==> config.mk <==
export PLATFORM = sky130hd
export DESIGN_NAME = pl_sysreg_ctrl
export DESIGN_NICKNAME = d
export VERILOG_FILES = /design/src/rtl/pl_pkg.sv /design/src/rtl/pl_access_decode.sv /design/src/rtl/pl_label_store.sv /design/src/rtl/pl_sysreg_ctrl.sv
export SDC_FILE = /design/constraint.sdc
export NUM_CORES = 1
export LEC_CHECK = 0
export ABC_AREA = 1
export BUFFER_PORTS_ARGS = -buffer_cell sky130_fd_sc_hd__buf_4
export CAP_MARGIN = 20
export CORE_MARGIN = 5
export CORE_UTILIZATION = 48
export CTS_CLUSTER_DIAMETER = 40
export DETAILED_ROUTE_END_ITERATION = 10
export PLACE_DENSITY = 0.78
export SYNTH_ARGS = -nofsm -noshare
export SYNTH_HDL_FRONTEND = slang
export SYNTH_SLANG_ARGS = --single-unit
==> constraint.sdc <==
create_clock -name clk -period 1.75 [get_ports clk]
set_clock_uncertainty 0.15 [all_clocks]
set_input_delay 0.0875 -clock clk [delete_from_list [all_inputs] [get_ports clk]]
set_output_delay 0.0875 -clock clk [all_outputs]
set_load 0.02 [all_outputs]
==> src/rtl/pl_pkg.sv <==
package pl_pkg;
  typedef enum logic [2:0] {
    OC_SELF  = 3'd0,
    OC_HYP   = 3'd1,
    OC_MEM   = 3'd2,
    OC_TRAP2 = 3'd3,
    OC_TRAP3 = 3'd4,
    OC_UNDEF = 3'd5
  } outcome_e;

  localparam int REG_W      = 64;
  localparam int BIT_EN     = 63;
  localparam int BIT_FNS    = 60;
  localparam int BIT_ALT    = 54;
  localparam int WRITE_TOP  = 47;
endpackage

==> src/rtl/pl_access_decode.sv <==
module pl_access_decode
  import pl_pkg::*;
(
  input  logic       is_alias,
  input  logic [1:0] level,
  input  logic       has_l3,
  input  logic       l2_active,
  input  logic       host_mode,
  input  logic [2:0] nv_bits,
  input  logic       l3_trap_lower,
  input  logic       l2_trap_reg,
  input  logic       sec_debug_off,
  output outcome_e   outcome
);
  logic     l3_trap_hit;
  outcome_e l3_trap_res;

  always_comb begin
    l3_trap_hit = has_l3 && l3_trap_lower;
    l3_trap_res = sec_debug_off ? OC_UNDEF : OC_TRAP3;
  end

  always_comb begin
    outcome = OC_UNDEF;
    unique case (level)
      2'd0: outcome = OC_UNDEF;
      2'd1: begin
        if (!is_alias) begin
          if (l3_trap_hit)                  outcome = l3_trap_res;
          else if (l2_active && l2_trap_reg) outcome = OC_TRAP2;
          else if (nv_bits == 3'b111)       outcome = OC_MEM;
          else                              outcome = OC_SELF;
        end else begin
          if (nv_bits == 3'b101)            outcome = OC_MEM;
          else if (nv_bits[0])              outcome = l3_trap_hit ? OC_TRAP3 : OC_TRAP2;
          else                              outcome = OC_UNDEF;
        end
      end
      2'd2: begin
        if (!is_alias) begin
          if (l3_trap_hit)    outcome = l3_trap_res;
          else if (host_mode) outcome = OC_HYP;
          else                outcome = OC_SELF;
        end else if (host_mode) begin
          outcome = l3_trap_hit ? l3_trap_res : OC_SELF;
        end else begin
          outcome = OC_UNDEF;
        end
      end
      default: begin
        if (!is_alias)      outcome = OC_SELF;
        else if (host_mode) outcome = OC_SELF;
        else                outcome = OC_UNDEF;
      end
    endcase
  end
endmodule

==> src/rtl/pl_label_store.sv <==
module pl_label_store
  import pl_pkg::*;
#(
  parameter int DATA_W     = REG_W,
  parameter bit HAS_ALT_SP = 1'b1
) (
  input  logic              clk,
  input  logic              rst,
  input  logic              wr_en,
  input  logic [DATA_W-1:0] wr_data,
  input  logic              mirror_en,
  input  logic              mirror_fns,
  input  logic              mirror_alt,
  output logic [DATA_W-1:0] rd_value
);
  localparam int HELD_W = WRITE_TOP + 1;

  logic [HELD_W-1:0] held;
  logic              alt_bit;

  always_ff @(posedge clk) begin
    if (rst)        held <= '0;
    else if (wr_en) held <= wr_data[HELD_W-1:0];
  end

  generate
    if (HAS_ALT_SP) begin : g_alt
      assign alt_bit = mirror_alt;
    end else begin : g_no_alt
      assign alt_bit = 1'b0;
    end
  endgenerate

  always_comb begin
    rd_value           = '0;
    rd_value[HELD_W-1:0] = held;
    rd_value[BIT_EN]   = mirror_en;
    rd_value[BIT_FNS]  = mirror_fns;
    rd_value[BIT_ALT]  = alt_bit;
  end

  AST_HELD_NEEDS_WRITE: assert property (@(posedge clk) disable iff (rst)
    !wr_en |=> $stable(held));
endmodule

==> src/rtl/pl_sysreg_ctrl.sv <==
module pl_sysreg_ctrl
  import pl_pkg::*;
#(
  parameter int          DATA_W     = REG_W,
  parameter int          SYN_W      = 6,
  parameter int          OFS_W      = 12,
  parameter logic [5:0]  TRAP_CLASS = 6'h18,
  parameter logic [11:0] REDIR_OFS  = 12'h900,
  parameter bit          HAS_ALT_SP = 1'b1
) (
  input  logic              clk,
  input  logic              rst,
  input  logic              req_valid,
  input  logic              req_write,
  input  logic              req_alias,
  input  logic [1:0]        req_level,
  input  logic [DATA_W-1:0] req_wdata,
  input  logic              has_l3,
  input  logic              has_l2,
  input  logic              l2_active,
  input  logic              host_mode,
  input  logic [2:0]        nv_bits,
  input  logic              l3_trap_lower,
  input  logic              l2_trap_reg,
  input  logic              sec_debug_off,
  input  logic              secure_state,
  input  logic              l3_label_en,
  input  logic              l2_label_en,
  input  logic              l3_force_ns,
  input  logic              alt_space_on,
  output logic              rsp_valid,
  output logic [2:0]        rsp_outcome,
  output logic [SYN_W-1:0]  rsp_syndrome,
  output logic [OFS_W-1:0]  rsp_offset,
  output logic [DATA_W-1:0] rsp_rdata
);
  outcome_e          dec_out;
  logic              grant_self;
  logic              mirror_en;
  logic              mirror_fns;
  logic [DATA_W-1:0] reg_value;

  pl_access_decode u_decode (
    .is_alias      (req_alias),
    .level         (req_level),
    .has_l3        (has_l3),
    .l2_active     (l2_active),
    .host_mode     (host_mode),
    .nv_bits       (nv_bits),
    .l3_trap_lower (l3_trap_lower),
    .l2_trap_reg   (l2_trap_reg),
    .sec_debug_off (sec_debug_off),
    .outcome       (dec_out)
  );

  always_comb begin
    grant_self = req_valid && (dec_out == OC_SELF);
    if (has_l3)      mirror_en = l3_label_en;
    else if (has_l2) mirror_en = l2_label_en;
    else             mirror_en = 1'b0;
    mirror_fns = secure_state && has_l3 && l3_force_ns;
  end

  pl_label_store #(.DATA_W(DATA_W), .HAS_ALT_SP(HAS_ALT_SP)) u_store (
    .clk        (clk),
    .rst        (rst),
    .wr_en      (grant_self && req_write),
    .wr_data    (req_wdata),
    .mirror_en  (mirror_en),
    .mirror_fns (mirror_fns),
    .mirror_alt (alt_space_on),
    .rd_value   (reg_value)
  );

  always_ff @(posedge clk) begin
    if (rst) begin
      rsp_valid    <= 1'b0;
      rsp_outcome  <= 3'd0;
      rsp_syndrome <= '0;
      rsp_offset   <= '0;
      rsp_rdata    <= '0;
    end else begin
      rsp_valid    <= req_valid;
      rsp_outcome  <= req_valid ? dec_out : 3'd0;
      rsp_syndrome <= (req_valid && (dec_out == OC_TRAP2 || dec_out == OC_TRAP3))
                      ? SYN_W'(TRAP_CLASS) : '0;
      rsp_offset   <= (req_valid && dec_out == OC_MEM) ? OFS_W'(REDIR_OFS) : '0;
      rsp_rdata    <= (grant_self && !req_write) ? reg_value : '0;
    end
  end

  AST_RSP_ONE_CYCLE: assert property (@(posedge clk) disable iff (rst)
    req_valid |=> rsp_valid);
  AST_NO_SPURIOUS_RSP: assert property (@(posedge clk) disable iff (rst)
    !req_valid |=> !rsp_valid);
  AST_LEVEL0_UNDEF: assert property (@(posedge clk) disable iff (rst)
    (req_valid && req_level == 2'd0) |=> rsp_outcome == 3'd5);
  AST_TOP_PRIMARY_SELF: assert property (@(posedge clk) disable iff (rst)
    (req_valid && req_level == 2'd3 && !req_alias) |=> rsp_outcome == 3'd0);
  AST_TRAP_CLASS: assert property (@(posedge clk) disable iff (rst)
    (rsp_valid && (rsp_outcome == 3'd3 || rsp_outcome == 3'd4))
      |-> rsp_syndrome == SYN_W'(TRAP_CLASS));
  AST_RDATA_ONLY_SELF: assert property (@(posedge clk) disable iff (rst)
    (rsp_valid && rsp_outcome != 3'd0) |-> rsp_rdata == '0);
endmodule

==> results.cfg, run 1 <==
[timing]
holdWs_ps = 35.2
slew_viol_final = 0
finalSetupViolCount = 0
hold_viol_final = 0
fmax_ghz = 0.593
layout_worst_path_cycle_share_pct = 96.3
fin_crit_ps = 1690
setup_tns_ps = 0
rsz0062_at_grt = no

[synth]
synthDistinctLibCells = 19
ys_ff_latch = 105
synth_edf_count = 0
syn_avg_cell_area_um2 = 7.30
synth.area.top_cells = dfxtp_1 50%, inv_1 9.7%, nor2_1 9.7%
yosys.area.top_type_share_pct = 50.3
async_reset_ff_share_pct = 0
synth_flop_cell = dfxtp_1
synth_common_cells = 108 x inv_1, 108 x nor2_1, 105 x dfxtp_1, 75 x nand2_1, 58 x nand3_1
synthCells = 573
synth_top_cell_by_area = dfxtp_1
synth_area_mm2 = 0.00418
synth_warnings = 0
seq_area_frac_synth_pct = 50.3

[power]
leakage_nw = 2.99
seqPwrFrac_pct = 51.9
p_sw_w = 0.00131
ir_drop_uv = 434
p_sw_share_pct = 27.3
p_comb_share_pct = 17.4
intPower_w = 0.00349
p_per_area_mw_per_mm2 = 769
power_frac_clock_pct = 30.7

[worst_setup_path]
slowest_stage = dlygate4sd3_1
cp_max_fo = 12
worstPathArrival_ps = 1790
end_kind = register
start_kind = primary input
path_class = in2reg
cp_top_family = buffers and inverters
path_buf_inv = 4
required_ps = 1850
crit_chain = buf_4 > dlygate4sd3_1 > nand3_2 > nand3_2 > nor2_4 > buf_12 > clkbuf_16 > nand3_1 > nand2_1 > nor2_1
cpMostUsedCell = nand3_2
max_stage_delay_ps = 590

[detailed_routing]
drtIter0Drc = 120
dr_total_vias = 3992
avgRoutedWirePerCell_um = 12.9
drt_first_pass_iters = 5
vias_per_cell = 4.58
routed_wl_um = 11300
ant_nets = 0
drc = 0

[finish]
finalNetCount = 844
syn2layout_area_growth_pct = 49.4
diodes = 0
layout-drive-gt1-share_pct = 25.4
stdcell_count = 871

[grt]
first_global_vias = 3632
grt_pass1_wl_um = 15800
groute.usage.overall_pct = 18.6
antenna_found_initial = 0
grt_overflow_total = 0
top_usage_layer = met2
use_met2_pct = 32.4
grtUsageMet3_pct = 4.09
grt_max_degree = 49
grtUsageMet1_pct = 21.8

[clock_network]
h-tree-depth = 3
numCtsBuffers = 9
clock_path_buffers = 2
clock_latency_ps = 360
cts_tree = built
clkSinkCount = 105
clk_pin_slew_ps = 100
cts-root-buf = clkbuf_8

[floorplanning]
initial_utilization_pct = 48.7
die_w_um = 103
io_pins = 172
rows = 34
die_h_um = 103
die-area_mm2 = 0.0107
core_mm2 = 0.00859

[job]
timing.max_cap.violations = 0

[placement]
place_congestion = 0.779
dp_hpwl_um = 6300
placed_cells = 783
port_buffers = 128

[hold_path]
hp-class = in2reg

[outcome]
status = finished, final reports clean
-- cell families (layout without fill, tap and decap cells) --
kind of cell / count (synthesis) / after routing / share of synthesized area, %
other cells: 1 / 27 / 0.0897
flops: 105 / 105 / 50.3
simple gates: 246 / 246 / 24.3
buf+inv: 168 / 332 / 18.9
compound gates: 53 / 53 / 6.43
-- metal layers --
metal | vias to the layer above | part of all wire [%]
li1 | 2025 | -
met1 | 1802 | 40
met2 | 135 | 51
met3 | 30 | 5.7
met4 | 0 | 3.0
met5 | - | 0
-- power by group through the flow --
| stage | combinational, W | sequential [W] | clock (W) |
|---|---|---|---|
| after floorplan | 0.000420 | 0.00255 | 0 |
| after global placement | 0.000571 | 0.00254 | 0 |
| after detailed placement | 0.000585 | 0.00255 | 0 |
| after CTS | 0.000694 | 0.00249 | 0.00151 |
| after global routing | 0.000912 | 0.00250 | 0.00161 |
| final | 0.000835 | 0.00250 | 0.00147 |
-- cell type report --
class,count,area [µm²]
fillers,651,2340
flip-flops and latches,105,2100
repair buffers,208,1920
multi-input cells,326,1490
inverters,108,405
clock buffers,11,151
well taps,108,135
clock inverters,5,46.3
-- placed cells by master (no fill, tap or decap), drive strengths merged --
master and instances:
nor2 109, a21oi 50, clkinv 2, a31oi 1, dfxtp 105, clkbuf 18, buf 140, a21boi 1
o21ai 1, dlymetal6s4s 2, inv 111, nor4 1, dlygate4sd3 59, nand2 77, nand3 59, conb 27
-- path summary, 6_finish.rpt --
kind                                 start  slack (ps)  depth (start not counted)                      endpoint
max reg2reg   u_store.held[1]$_SDFFE_PP0P_         940                          2  u_store.held[1]$_SDFFE_PP0P_
min reg2reg  u_store.held[36]$_SDFFE_PP0P_         280                          2      rsp_rdata[36]$_SDFF_PP0_
max                              req_alias          60                         10  u_store.held[4]$_SDFFE_PP0P_
min                              req_alias          40                          6     rsp_outcome[0]$_SDFF_PP0_
-- repair_timing --
item | CTS | global route
endpoints found under the hold margin | 56 | 1
buffers inserted | 0 | 2
hold buffers | 61 | 1
setup endpoints to repair | 0 | 61
gates resized for setup | 0 | 31
-- metrics by stage --
stage / utilization [%] / power (W) / setup slack, ps / instance area [µm²]
finish: 72.7 / 0.00481 / 64.2 / 6250
global route: 72.7 / 0.00502 / 29.3 / 6250
CTS: 68.8 / 0.00469 / 25.2 / 5910
detailed placement: 59.4 / 0.00313 / 5.12 / 5100
global placement: 59.4 / 0.00311 / 53.3 / 5100
floorplan: - / 0.00297 / 410 / 4280
-- worst min-delay path, cell delays in order --
cell and delay (ps):
buf_4 110, nand2_1 50, nand2_1 60, nand2_1 60
nand2_2 90, a21oi_1 60
-- registers in the layout, summed over array words and instances (netlist names) --
| register | flops |
|---|---|
| rsp_outcome | 3 |
| rsp_syndrome | 1 |
| rsp_offset | 1 |
| u_store.held | 48 |
| rsp_rdata | 51 |
| rsp_valid | 1 |
Note: power is estimated with default switching activity, not from simulation.
==> inputs of run 2 (changes only) <==
--- a/config.mk
+++ b/config.mk
@@ -9,10 +9,12 @@
 export BUFFER_PORTS_ARGS = -buffer_cell sky130_fd_sc_hd__buf_4
 export CAP_MARGIN = 20
 export CORE_MARGIN = 5
-export CORE_UTILIZATION = 48
+export CORE_UTILIZATION = 43
 export CTS_CLUSTER_DIAMETER = 40
 export DETAILED_ROUTE_END_ITERATION = 10
-export PLACE_DENSITY = 0.78
+export GPL_TIMING_DRIVEN = 0
+export PLACE_DENSITY = 0.74
+export RECOVER_POWER = 100
 export SYNTH_ARGS = -nofsm -noshare
 export SYNTH_HDL_FRONTEND = slang
 export SYNTH_SLANG_ARGS = --single-unit
==> constraint.sdc (replaced) <==
create_clock -name clk -period 1.5 [get_ports clk]
set_clock_uncertainty 0.15 [all_clocks]
set_input_delay 0.075 -clock clk [delete_from_list [all_inputs] [get_ports clk]]
set_output_delay 0.075 -clock clk [all_outputs]
set_load 0.02 [all_outputs]
==> results.cfg, run 2 (synthesis results as in run 1) <==
[worst_setup_path]
reg2reg_from = u_store.held[34]$_SDFFE_PP0P_
worstPathArrival_ps = 1520
r2r_end = u_store.held[34]$_SDFFE_PP0P_
start_kind = primary input
path_class = in2reg
required_ps = 1610
r2r_setup_slack_ps = 730
reg2regPathDepth = 2
end_kind = register
cp_max_fo = 10

[finish]
diodes = 0
regMostFlops = rsp_rdata
largest_reg_flops = 51
syn2layout_area_growth_pct = 44.3
top_regs = rsp_rdata (51), u_store.held (48), rsp_outcome (3)
stdcell_count = 935
layout-drive-gt1-share_pct = 16.8
layout_common_cells = 108 x inv_1, 108 x nor2_1, 105 x dfxtp_1
finalNetCount = 883

[floorplanning]
io_pins = 172
die_w_um = 109
initial_utilization_pct = 43.4
core_mm2 = 0.00964
die-area_mm2 = 0.0118
die_h_um = 109
rows = 36

[power]
p_sw_w = 0.00145
intPower_w = 0.00407
p_sw_share_pct = 26.3
ir_drop_uv = 424
p_per_area_mw_per_mm2 = 916
power_frac_clock_pct = 30.9
seqPwrFrac_pct = 52.6
p_comb_share_pct = 16.5
leakage_nw = 2.80

[detailed_routing]
dr_total_vias = 4061
drtIter0Drc = 155
ant_nets = 0
drt_first_pass_iters = 4
routed_wl_um = 10800
vias_per_cell = 4.34
avgRoutedWirePerCell_um = 11.6
drc = 0

[grt]
grt_pass1_wl_um = 17600
grt_overflow_total = 0
antenna_found_initial = 0
groute.usage.overall_pct = 18.7
grt_max_degree = 18
first_global_vias = 3949

[placement]
dp_hpwl_um = 7710
port_buffers = 127
placed_cells = 859
place_congestion = 0.839

[hold_path]
hold_depth = 4
hold_end = rsp_outcome[2]$_SDFF_PP0_
min_from = req_level[0]
hp-class = in2reg

[clock_network]
clk_pin_slew_ps = 100
numCtsBuffers = 9
clock_path_buffers = 2
clock_latency_ps = 370
clkSinkCount = 105
cts_tree = built
h-tree-depth = 3
cts-root-buf = clkbuf_8

[job]
timing.max_cap.violations = 0

[timing]
layout_worst_path_cycle_share_pct = 93.7
slew_viol_final = 0
worstMarginPinSlew_ps = 502
holdWs_ps = 16.6
rsz0062_at_grt = yes
fmax_ghz = 0.712
fin_crit_ps = 1400
hold_viol_final = 0
finalSetupViolCount = 0
setup_tns_ps = 0
max_slew_margin_pct = 66.6

[outcome]
status = finished, final reports clean
==> run 2: cell count changes in the layout (fill, tap and decap cells not counted), sizes merged <==
cell          previous run  this run
buf                    140       111
clkbuf                  18        89
clkinv                   2         1
clkinvlp                 0         1
dlymetal6s4s             2         0
inv                    111       110
==> run 2: power by group through the flow <==
stage | logic [W] | registers, W | clock network (W)
6_report | 0.000912 | 0.00291 | 0.00171
3_3_place_gp | 0.000746 | 0.00297 | 0
4_1_cts | 0.000888 | 0.00291 | 0.00176
2_1_floorplan | 0.000490 | 0.00298 | 0
5_1_grt | 0.00102 | 0.00292 | 0.00188
3_5_place_dp | 0.000762 | 0.00297 | 0
==> run 2: worst max-delay path by stage <==
stage,startpoint,end,depth (start not counted)
floorplan,has_l3,u_store.held[0]$_SDFFE_PP0P_,12
CTS,rst,rsp_offset[8]$_SDFF_PP0_,4
global placement,has_l3,rsp_rdata[16]$_SDFF_PP0_,13
detailed placement,has_l3,rsp_rdata[23]$_SDFF_PP0_,13
finish,req_valid,u_store.held[34]$_SDFFE_PP0P_,9
global route,has_l3,u_store.held[47]$_SDFFE_PP0P_,15
==> run 2: through the flow <==
| stage | util (%) | setup WS (ps) | cell area (µm²) | power, W |
|---|---|---|---|---|
| after floorplan | - | 173 | 4280 | 0.00347 |
| after CTS | 64.2 | 35.1 | 6190 | 0.00556 |
| final | 62.6 | 95.2 | 6030 | 0.00553 |
| after global placement | 56.0 | -403 | 5400 | 0.00371 |
| after global routing | 62.6 | -26.3 | 6030 | 0.00581 |
| after detailed placement | 56.0 | -424 | 5400 | 0.00373 |
==> run 2: final cells by class <==
cell class | count | area, µm²
buffer | 60 | 417
sequential | 105 | 2100
fill | 890 | 3600
clock buffer | 12 | 165
tap | 133 | 166
inverter | 108 | 405
clock inverter | 4 | 33.8
timing repair buffer | 187 | 1340
multi-input combinational | 326 | 1410
==> run 2: metal layers <==
metal | routed length, µm | GRT usage (%) | vias to the layer above
met5 | 0 | 0 | -
met4 | 249 | 8.75 | 0
met3 | 717 | 4.09 | 22
met2 | 5340 | 32.3 | 142
met1 | 4500 | 22.1 | 1794
li1 | - | - | 2103
==> run 2: what timing repair did <==
| action | in CTS | in global routing |
|---|---|---|
| hold endpoints to repair | 56 | 5 |
| hold buffers | 59 | 1 |
| buffers inserted | 0 | 1 |
| pin swaps | 0 | 13 |
| gates resized for setup | 1 | 15 |
| setup endpoints to repair | 25 | 97 |
==> run 2: worst max-delay path: stages <==
cell and delay [ps]:
dlygate4sd3_1 530, buf_4 140, nand2_1 100, nor2_4 40, buf_12 130, buf_12 140
buf_8 130, a21oi_1 150, nor2_1 60
